--- src/rtl/cont_arb_pkg.sv ---
// Package: shared state encoding for the contention address arbiter.
// Assumes: a single-driver state register inside the arbiter FSM.
package cont_arb_pkg;

    // Arbitration progress of the local controller.
    typedef enum logic [1:0] {
        ARB_IDLE = 2'd0,   // no race, all slots released
        ARB_RACE = 2'd1,   // address race in the current frame
        ARB_HELD = 2'd2    // won; channels claimed
    } arb_state_e;

endpackage

--- src/rtl/cont_arb_req.sv ---
// Module: cont_arb_req
// Decodes whether an access request is pending: arbitration must be
// enabled and the local command must not be the deactivation code.
// Assumes: the command and enable are stable registers of the host.
module cont_arb_req #(
    parameter int          CMD_W = 4,
    parameter logic [CMD_W-1:0] DEACT_CODE = '1
) (
    input  logic             arb_en,
    input  logic [CMD_W-1:0] cmd,
    output logic             req
);

    // Request qualifier: enabled and not deactivating.
    always_comb begin
        req = arb_en && (cmd != DEACT_CODE);
    end

endmodule

--- src/rtl/cont_arb_drive.sv ---
// Module: cont_arb_drive
// Chooses the open-drain value for the slot being presented: address
// bits (MSB first) in race slots during a race, a low busy flag in the
// flag slot while holding the channels, and release (1) otherwise.
// Assumes: slot indices 0..ADDR_W-1 are address slots, ADDR_W is the flag.
module cont_arb_drive
    import cont_arb_pkg::*;
#(
    parameter int ADDR_W = 3,
    parameter int IDX_W  = $clog2(ADDR_W + 1)
) (
    input  arb_state_e        state,
    input  logic [IDX_W-1:0]  slot_idx,
    input  logic [ADDR_W-1:0] addr,
    output logic              slot_tx
);

    localparam int NUM_SLOTS = ADDR_W + 1;
    localparam logic [IDX_W-1:0] FLAG_IDX = IDX_W'(ADDR_W);

    logic [NUM_SLOTS-1:0] race_pat;

    // Map address bits onto slots, most significant bit in slot 0.
    generate
        for (genvar k = 0; k < ADDR_W; k++) begin : g_slot_map
            assign race_pat[k] = addr[ADDR_W-1-k];
        end
    endgenerate
    assign race_pat[ADDR_W] = 1'b1;

    // Slot drive selection per state and slot number.
    always_comb begin
        slot_tx = 1'b1;
        if (int'(slot_idx) < NUM_SLOTS) begin
            unique case (state)
                ARB_RACE: slot_tx = race_pat[slot_idx];
                ARB_HELD: slot_tx = (slot_idx == FLAG_IDX) ? 1'b0 : 1'b1;
                default:  slot_tx = 1'b1;
            endcase
        end
    end

endmodule

--- src/rtl/cont_arb_fsm.sv ---
// Module: cont_arb_fsm
// Tracks the arbitration state across frames: arms on a free flag,
// compares each driven address bit with the read-back value, claims
// the channels on a clean race and drops everything when the request
// disappears.
// Assumes: slots arrive in order 0..ADDR_W within a frame.
module cont_arb_fsm
    import cont_arb_pkg::*;
#(
    parameter int ADDR_W = 3,
    parameter int IDX_W  = $clog2(ADDR_W + 1)
) (
    input  logic             clk,
    input  logic             rst_n,
    input  logic             req,
    input  logic             slot_vld,
    input  logic [IDX_W-1:0] slot_idx,
    input  logic             slot_rx,
    input  logic             slot_tx,
    output arb_state_e       state,
    output logic             granted
);

    localparam logic [IDX_W-1:0] FLAG_IDX = IDX_W'(ADDR_W);
    localparam logic [IDX_W-1:0] LAST_BIT = IDX_W'(ADDR_W - 1);

    arb_state_e state_nxt;

    // Next-state decision for the current slot.
    always_comb begin
        state_nxt = state;
        if (!req) begin
            state_nxt = ARB_IDLE;
        end else if (slot_vld) begin
            unique case (state)
                ARB_IDLE: if (slot_idx == FLAG_IDX && slot_rx) state_nxt = ARB_RACE;
                ARB_RACE: begin
                    if (slot_idx == FLAG_IDX)      state_nxt = ARB_IDLE;
                    else if (slot_rx != slot_tx)   state_nxt = ARB_IDLE;
                    else if (slot_idx == LAST_BIT) state_nxt = ARB_HELD;
                end
                ARB_HELD: state_nxt = ARB_HELD;
                default:  state_nxt = ARB_IDLE;
            endcase
        end
    end

    // State register with synchronous active-low reset.
    always_ff @(posedge clk) begin
        if (!rst_n) state <= ARB_IDLE;
        else        state <= state_nxt;
    end

    assign granted = (state == ARB_HELD);


    grant_after_clean_race_chk: assert property (@(posedge clk) disable iff (!rst_n)
        $rose(granted) |-> $past(state == ARB_RACE && slot_vld && slot_idx == LAST_BIT && slot_rx == slot_tx));


    mismatch_no_grant_chk: assert property (@(posedge clk) disable iff (!rst_n)
        (state == ARB_RACE && slot_vld && slot_idx != FLAG_IDX && slot_rx != slot_tx) |=> !granted);


    withdraw_drops_grant_chk: assert property (@(posedge clk) disable iff (!rst_n)
        !req |=> !granted);


    idle_slot_no_rise_chk: assert property (@(posedge clk) disable iff (!rst_n)
        !slot_vld |=> !$rose(granted));

endmodule

--- src/rtl/cont_arbiter.sv ---
// Module: cont_arbiter (top)
// Contention address arbiter for a shared channel pair on a wired-AND
// serial frame. Joins the request decode, the state tracker and the
// slot drive selection.
// Assumes: slot_rx is the resolved line value of the slot whose drive
// is on slot_tx in the same cycle.
module cont_arbiter
    import cont_arb_pkg::*;
#(
    parameter int ADDR_W = 3,
    parameter int CMD_W  = 4,
    parameter logic [CMD_W-1:0] DEACT_CODE = '1,
    localparam int IDX_W = $clog2(ADDR_W + 1)
) (
    input  logic              clk,
    input  logic              rst_n,
    input  logic              arb_en,
    input  logic [CMD_W-1:0]  cmd,
    input  logic [ADDR_W-1:0] addr,
    input  logic              slot_vld,
    input  logic [IDX_W-1:0]  slot_idx,
    input  logic              slot_rx,
    output logic              slot_tx,
    output logic              granted
);

    localparam logic [IDX_W-1:0] FLAG_IDX = IDX_W'(ADDR_W);

    logic       req;
    arb_state_e state;

    cont_arb_req #(.CMD_W(CMD_W), .DEACT_CODE(DEACT_CODE)) u_req (
        .arb_en (arb_en),
        .cmd    (cmd),
        .req    (req)
    );

    cont_arb_fsm #(.ADDR_W(ADDR_W), .IDX_W(IDX_W)) u_fsm (
        .clk      (clk),
        .rst_n    (rst_n),
        .req      (req),
        .slot_vld (slot_vld),
        .slot_idx (slot_idx),
        .slot_rx  (slot_rx),
        .slot_tx  (slot_tx),
        .state    (state),
        .granted  (granted)
    );

    cont_arb_drive #(.ADDR_W(ADDR_W), .IDX_W(IDX_W)) u_drive (
        .state    (state),
        .slot_idx (slot_idx),
        .addr     (addr),
        .slot_tx  (slot_tx)
    );


    held_pulls_flag_chk: assert property (@(posedge clk) disable iff (!rst_n)
        (granted && slot_vld && slot_idx == FLAG_IDX) |-> !slot_tx);


    no_req_released_chk: assert property (@(posedge clk) disable iff (!rst_n)
        (!req && $past(!req)) |-> slot_tx);

endmodule

--- config.mk ---
export PLATFORM = sky130hd
export DESIGN_NAME = cont_arbiter
export DESIGN_NICKNAME = d
export VERILOG_FILES = /design/src/rtl/cont_arb_pkg.sv /design/src/rtl/cont_arb_req.sv /design/src/rtl/cont_arb_drive.sv /design/src/rtl/cont_arb_fsm.sv /design/src/rtl/cont_arbiter.sv
export SDC_FILE = /design/constraint.sdc
export NUM_CORES = 1
export LEC_CHECK = 0
export ABC_CLOCK_PERIOD_IN_PS = 2500
export CAP_MARGIN = 20
export CORE_AREA = 10 10 47 49
export CTS_CLUSTER_SIZE = 25
export DETAILED_ROUTE_END_ITERATION = 10
export DIE_AREA = 0 0 57 59
export DONT_BUFFER_PORTS = 1
export GPL_TIMING_DRIVEN = 0
export PLACE_DENSITY = 0.4
export SYNTH_ARGS = -nofsm -noshare
export SYNTH_HDL_FRONTEND = slang
export SYNTH_SLANG_ARGS = --single-unit
--- constraint.sdc ---
create_clock -name clk -period 2.5 [get_ports clk]
set_input_delay 0.125 -clock clk [delete_from_list [all_inputs] [get_ports clk]]
set_output_delay 0.125 -clock clk [all_outputs]
set_load 0.005 [all_outputs]
-- Word level (Yosys, flattened, before mapping)
Cells that the tools add are included.
- order comparisons: 1
- equal/unequal tests: 8
- multiplexer cells: 9
- reduce and logical (&&, ||, !) cells: 5
- operators with widths (kind ; number):
    2-bit 2-to-1 mux ; 4
    2-bit == test (second input constant) ; 3
    2-bit one-hot mux with 3 select lines ; 1
    4-bit by 3-bit inequality test with 1-bit output (second input constant) ; 1
    4-bit inequality test (second input constant) ; 1
    2-bit by 3-bit < comparator with 1-bit output (second input constant) ; 1
    3-bit AND reduction ; 1
    1-bit binary-select mux with 2-bit select ; 1
    2-bit by 1-bit == test with 1-bit output (second input constant) ; 1
    1-bit logical AND ; 2
    2-bit logical NOT ; 1
    1-bit 2-to-1 mux ; 2
    2-bit by 1-bit inequality test with 1-bit output (second input constant) ; 1
    1-bit one-hot mux with 2 select lines ; 1
    2-bit AND reduction ; 1
    1-bit inequality test ; 1
- flip-flop bits (word level): 2
- bits of input ports: 14
- output and inout bits: 2

-- Depth between registers and ports, before layout
Gate-level depths: netlist of run 1.
- depth in word-level cells: 7
- depth in mapped cells: 7

-- By module
Synthesis of run 1 repeated with hierarchy kept, for this count alone.
- cells, all modules: 27
- area total of the unflattened synthesis: 227.7 um^2
- by module, submodules not included (module ; instances ; cells an instance ; area an instance (um^2)):
    cont_arb_fsm ; 1 ; 15 ; 133.9
    cont_arb_drive ; 1 ; 10 ; 73.8
    cont_arb_req ; 1 ; 2 ; 20.0

-- Worst setup path after synthesis of run 1
Ideal clock, no wire load.
- kind: register -> register
- from: register u_fsm.state[0]
- to: register u_fsm.state[1]
- data arrival time: 1.624 ns
- required time: 2.416 ns
- setup slack: 0.792 ns
- cell stages (with the launch flop): 8
- buffers on the path: 0
- cells stage by stage: dfxtp_1 inv_1 ha_1 a21bo_2 a21oi_1 or3b_4 or2_0 o31ai_2
- longest elaborated chain between the ends: 6
- elaborated cells on any way between the ends: 11
- ends and longest elaborated chain (element ; line ; source):
    from (decl) ; cont_arb_fsm.sv:20 ; output arb_state_e state,
    from (signal assigned) ; cont_arb_fsm.sv:51 ; else state <= state_nxt;
    2-bit == test * ; - ;
    via granted ; cont_arbiter.sv:24 ; output logic granted
    1-bit one-hot mux with 2 select lines ; cont_arb_drive.sv:35 ; unique case (state)
    1-bit inequality test ; cont_arb_fsm.sv:39 ; else if (slot_rx != slot_tx) state_nxt = ARB_IDLE;
    2-bit 2-to-1 mux ; cont_arb_fsm.sv:39 ;
    2-bit 2-to-1 mux ; cont_arb_fsm.sv:38 ; if (slot_idx == FLAG_IDX) state_nxt = ARB_IDLE;
    2-bit one-hot mux with 3 select lines ; cont_arb_fsm.sv:35 ; unique case (state)
Mark *: on every way through the listed nets, which the timed path passes. The rest lies on a longest branch.
A chain may end at the register's enable or synchronous reset.

-- Worst setup path in the final report of run 1
Ends and elaborated chain as after synthesis.

==> results.sh, run 1 <==
export IMPL_status="completed"
export IMPL_synth_seq_cells=2
export IMPL_p_per_area_nw_per_um2=375
export IMPL_grt_start_max_net_pins=7
export IMPL_setup_viol=0
export IMPL_io_buffers=0
export IMPL_hp_class="input port to flop"
export IMPL_core_area_um2=1400
export IMPL_regArea_um2=40.0
export IMPL_n_fill_cell=161
export IMPL_top_regs="u_fsm.state (2)"
export IMPL_top_register="u_fsm.state"
export IMPL_netlist_area_um2=262
export IMPL_cts_path_max_buffers=2
export IMPL_syn_to_final_growth_pct=16.3
export IMPL_grt_pass1_vias=274
export IMPL_drt_wl_total_um=694
export IMPL_synth_xor_area_share_pct=3.35
export IMPL_tightest_slew_ns=0.225
export IMPL_cp_cell_sequence="inv_1 > ha_1 > a21bo_2 > a21oi_1 > or3b_4 > or2_0 > o31ai_2"
export IMPL_cp_start_kind="flop"
export IMPL_crit_path_max_fanout=3
export IMPL_htree_levels=1
export IMPL_endpoint_kind="flop"
export IMPL_yosys_warnings=0
export IMPL_slew_headroom_pct=84.7
export IMPL_gr_total_overflow=0
export IMPL_seq_area_frac_synth_pct=15.3
export IMPL_synthCells=32
export IMPL_nets=54
export IMPL_power_leakage_nw=0.117
export IMPL_die_area_um2=3360
export IMPL_synth_adder_area_share_pct=14.4
export IMPL_postCtsSetupBuffers=0
export IMPL_cp_required_ns=2.63
export IMPL_start_util_pct=18.7
export IMPL_synth_top_family_by_area="simple AND/OR/NAND/NOR gates"
export IMPL_largest_reg_flops=2
export IMPL_synth_simple_area_share_pct=31.1
export IMPL_clk_pin_slew_worst_paths_ns=0.03
export IMPL_antenna_found_initial=0
export IMPL_viasPerCell=4.53
export IMPL_vias=231
export IMPL_min_period_over_period_pct=73.7
export IMPL_antenna_left=0
export IMPL_hold_viol=0
export IMPL_cp_data_arrival_time_ns=1.98
export IMPL_drt_first_pass_iters=4
export IMPL_clock_sinks=2
export IMPL_ir_drop_mv=0.205
export IMPL_synth_compound_area_share_pct=18.7
export IMPL_clkLatencyLatePin_ns=0.22
export IMPL_drv_slew=0
export IMPL_yosysTopAreaCellShare_pct=15.3
export IMPL_cts_tree="done"
export IMPL_skew_ns=0.000659
export IMPL_syn_nets=49
export IMPL_slowest_stage="or3b_4"
export IMPL_die_w_um=57
export IMPL_grt_usage_pct=4.41
export IMPL_synthFlopType="dfxtp_1"
export IMPL_die_y_um=59
export IMPL_n_antenna_cell=0
export IMPL_cts_made_buffers=3
export IMPL_place_congestion=0.664
export IMPL_fin_tns_setup_ns=0
export IMPL_cts_resized=0
export IMPL_avgSynthCellArea_um2=8.17
export IMPL_synth_common_cells="3 x ha_1, 3 x inv_1, 3 x nor2_1"
export IMPL_rows=14
export IMPL_fin_area_um2=304
export IMPL_min_period_ns=1.84
export IMPL_multi_input_area_um2=210
export IMPL_root_buffer="clkbuf_4"
export IMPL_synthTopCellsByArea="dfxtp_1 15%, ha_1 14%, mux2i_1 7.7%"
export IMPL_fin_hold_ws_ns=0.110
export IMPL_ys_types=21
export IMPL_critPathKind="flop to flop"
export IMPL_rsz0062_at_grt="false"
export IMPL_cts_hold_buf=0
export IMPL_slowest_delay_ns=0.42
export IMPL_drc_errors=0
export IMPL_place_area_um2=282
export IMPL_grt_pass1_wl_um=1210
export IMPL_synthMuxAreaShare_pct=12.9
export IMPL_layout_drive_gt1_share_pct=22.9
export IMPL_post_drt_wl_per_cell_um=13.6
export IMPL_cap_violations=0
export IMPL_total_power_uw=114
export IMPL_async_reset_ff_share_pct=0
export IMPL_ios=16
export IMPL_synth_edff_count=0
export IMPL_synth_top_cell_by_area="dfxtp_1"
export IMPL_drt_iter0_markers=3
export IMPL_max_freq_mhz=543
## placed cells by master, fill, tap and decap left out, drive strengths merged, types with 2 or more instances in the layout
cell / n
nor2: 3
inv: 3
dfxtp: 2
nand3: 2
mux2i: 3
nand4: 2
clkbuf: 3
nand2: 2
ha: 3
## metal layers
metal / global-route usage (%) / wire length (um)
met1: 4.99 / 311
met2: 6.67 / 340
met3: 1.72 / 41
met4: 3.02 / 0
met5: 0 / 0
## metrics by stage
stage / util (%) / setup slack, ns / cells
final: 21.7 / 0.657 / 51
after global routing: 21.7 / 0.531 / 51
after CTS: 21.7 / 0.639 / 51
after detailed placement: 20.1 / 0.654 / 48
after global placement: 20.1 / 0.658 / 48
after floorplan: - / 0.792 / 32
## worst max-delay path, delay by kind of cell, from the launching register on
family,cells,cell delay [ns]
adders and majority gates,1,0.23
and+or+nand+nor,2,0.64
DFF,1,0.34
buffers and inverters,1,0.08
AOI/OAI and AO/OA,3,0.47
## area by class of cell
| type | count | area share, % |
|---|---|---|
| well taps | 16 | 6.58 |
| clock buffers | 3 | 7.41 |
| inverters | 3 | 3.70 |
| multi-input cells | 27 | 69.1 |
| flip-flops and latches | 2 | 13.2 |
## where the power goes
group          internal (mW)  switching (mW)  total, mW
logic                0.00689         0.00601     0.0129
clock network         0.0527          0.0158     0.0685
registers             0.0325        0.000205     0.0327
## final timing paths
| path | start | slack [ns] | cells past startpoint | end |
|---|---|---|---|---|
| setup / recovery | u_fsm.state[0]$_SDFFE_PN0P_ | 0.66 | 7 | u_fsm.state[1]$_SDFFE_PN0P_ |
| hold / removal | arb_en | 0.11 | 2 | u_fsm.state[0]$_SDFFE_PN0P_ |
| setup reg to reg | u_fsm.state[0]$_SDFFE_PN0P_ | 0.66 | 7 | u_fsm.state[1]$_SDFFE_PN0P_ |
| hold reg to reg | u_fsm.state[0]$_SDFFE_PN0P_ | 0.53 | 2 | u_fsm.state[0]$_SDFFE_PN0P_ |
## cell families (layout without fill, tap and decap cells)
group	count (synthesis)	count (layout)
AOI/OAI and AO/OA	6	6
xor gates and xnor gates	1	1
adders and majority gates	3	3
buffers and inverters	3	6
DFF	2	2
muxes	3	3
and+or+nand+nor	14	14
Note: power is estimated with default switching activity, not from simulation.
==> inputs of run 2 (changes only) <==
ABC_CLOCK_PERIOD_IN_PS = 1750   (was 2500)
clock period = 1.75 ns   (was 2.5 ns; I/O delays follow)
==> run 2 against run 1 <==
Count of clock-buffer cells in the layout unchanged. Sequential power up 39%. Sequential share of layout area grew 0.47 points. Combinational power is 53% higher. Critical endpoint unchanged. Largest cell class unchanged. Utilization grew 1.9 points. Critical path type unchanged. Setup slack got worse by 0.63 ns. Fmax increased by 6.9%. Cell count did not move.
==> results.sh, run 2 (same netlist as run 1, synthesis figures left out) <==
export IMPL_status="completed"
export IMPL_min_from="arb_en"
export IMPL_min_period_over_period_pct=98.5
export IMPL_post_drt_wl_per_cell_um=13.8
export IMPL_tightest_slew_ns=0.263
export IMPL_multi_input_area_um2=231
export IMPL_clkLatencyLatePin_ns=0.22
export IMPL_drt_first_pass_iters=4
export IMPL_fin_hold_ws_ns=0.0664
export IMPL_rsz0062_at_grt="true"
export IMPL_max_freq_mhz=580
export IMPL_cp_data_arrival_time_ns=1.85
export IMPL_drt_iter0_markers=1
export IMPL_core_area_um2=1400
export IMPL_cts_path_max_buffers=2
export IMPL_cts_hold_buf=0
export IMPL_holdPathStages=2
export IMPL_fin_area_um2=330
export IMPL_grt_start_max_net_pins=7
export IMPL_rows=14
export IMPL_grt_pass1_wl_um=1210
export IMPL_layout_drive_gt1_share_pct=42.9
export IMPL_n_fill_cell=160
export IMPL_setup_ws_ns=0.0268
export IMPL_slowest_delay_ns=0.40
export IMPL_io_buffers=0
export IMPL_top_regs="u_fsm.state (2)"
export IMPL_viasPerCell=4.59
export IMPL_antenna_found_initial=0
export IMPL_setup_viol=0
export IMPL_slew_headroom_pct=82.1
export IMPL_cts_tree="done"
export IMPL_final_cells=51
export IMPL_root_buffer="clkbuf_4"
export IMPL_ff2ff_setup_slack_ns=0.03
export IMPL_postCtsSetupBuffers=0
export IMPL_placedCellCount=48
export IMPL_ios=16
export IMPL_cp_required_ns=1.88
export IMPL_htree_levels=1
export IMPL_cp_start_kind="flop"
export IMPL_slowest_stage="or3b_4"
export IMPL_die_area_um2=3360
export IMPL_die_w_um=57
export IMPL_grt_usage_pct=4.45
export IMPL_pre_cts_slack_ns=-0.0963
export IMPL_layout_common_cells="3 x nor2_1, 3 x clkbuf_4"
export IMPL_endpoint_kind="flop"
export IMPL_r2r_start="u_fsm.state[1]$_SDFFE_PN0P_"
export IMPL_antenna_left=0
export IMPL_clk_pin_slew_worst_paths_ns=0.03
export IMPL_hold_path_end="u_fsm.state[0]$_SDFFE_PN0P_"
export IMPL_top_register="u_fsm.state"
export IMPL_cap_violations=0
export IMPL_vias=234
export IMPL_hp_class="input port to flop"
export IMPL_drt_wl_total_um=705
export IMPL_regArea_um2=45.0
export IMPL_total_power_uw=163
export IMPL_crit_path_max_fanout=4
export IMPL_crit_family="simple AND/OR/NAND/NOR gates"
export IMPL_cts_made_buffers=3
export IMPL_place_area_um2=282
export IMPL_die_y_um=59
export IMPL_critPathKind="flop to flop"
export IMPL_place_congestion=0.664
export IMPL_fin_tns_setup_ns=0
export IMPL_drv_slew=0
export IMPL_reg2reg_to="u_fsm.state[1]$_SDFFE_PN0P_"
export IMPL_clock_sinks=2
export IMPL_min_period_ns=1.72
export IMPL_power_leakage_nw=0.119
export IMPL_ff2ff_path_depth=7
export IMPL_gr_total_overflow=0
export IMPL_start_util_pct=18.7
export IMPL_syn_to_final_growth_pct=26.3
export IMPL_cp_num_buf_inv=1
export IMPL_largest_reg_flops=2
export IMPL_ir_drop_mv=0.286
export IMPL_post_route_util_pct=23.6
export IMPL_hold_viol=0
export IMPL_n_antenna_cell=0
export IMPL_p_per_area_nw_per_um2=493
export IMPL_drc_errors=0
export IMPL_nets=54
export IMPL_skew_ns=0.000564
export IMPL_cp_cell_sequence="inv_2 > ha_2 > nand3b_1 > o221ai_2 > or3b_4 > or2_1 > o31ai_2"
export IMPL_grt_pass1_vias=281
-- run 2: final cells by class --
type	instances	share of cell area [%]
Multi-Input combinational cell	27	70.1
Sequential cell	2	13.6
Clock buffer	3	6.82
Tap cell	16	6.06
Inverter	3	3.41
-- run 2: what timing repair did --
item | 4_1_cts | 5_1_grt
pin swaps | 1 | 0
gates resized for setup | 7 | 3
setup endpoints to repair | 1 | 1
-- run 2: worst max-delay path by stage --
| stage | start | to | slack [ns] | cells after the start |
|---|---|---|---|---|
| floorplan | u_fsm.state[0]$_SDFFE_PN0P_ | u_fsm.state[1]$_SDFFE_PN0P_ | 0.04 | 7 |
| global placement | u_fsm.state[0]$_SDFFE_PN0P_ | u_fsm.state[1]$_SDFFE_PN0P_ | -0.09 | 7 |
| detailed placement | u_fsm.state[0]$_SDFFE_PN0P_ | u_fsm.state[1]$_SDFFE_PN0P_ | -0.1 | 7 |
| CTS | u_fsm.state[0]$_SDFFE_PN0P_ | u_fsm.state[1]$_SDFFE_PN0P_ | 0.007 | 7 |
| global route | u_fsm.state[1]$_SDFFE_PN0P_ | u_fsm.state[1]$_SDFFE_PN0P_ | -0.09 | 7 |
| finish | u_fsm.state[1]$_SDFFE_PN0P_ | u_fsm.state[1]$_SDFFE_PN0P_ | 0.03 | 7 |
-- run 2: layer usage --
layer	GRT usage, %	vias to the layer above	part of all wire, %
li1	-	124	-
met1	4.99	105	43
met2	6.82	5	51
met3	1.72	0	5.8
met4	3.02	0	0
met5	0	-	0
-- run 2: power breakdown --
| part | leakage, nW | internal, mW | switching (mW) |
|---|---|---|---|
| clock | 0.0138 | 0.0753 | 0.0225 |
| combinational | 0.0882 | 0.0104 | 0.00939 |
| sequential | 0.0174 | 0.0449 | 0.000369 |
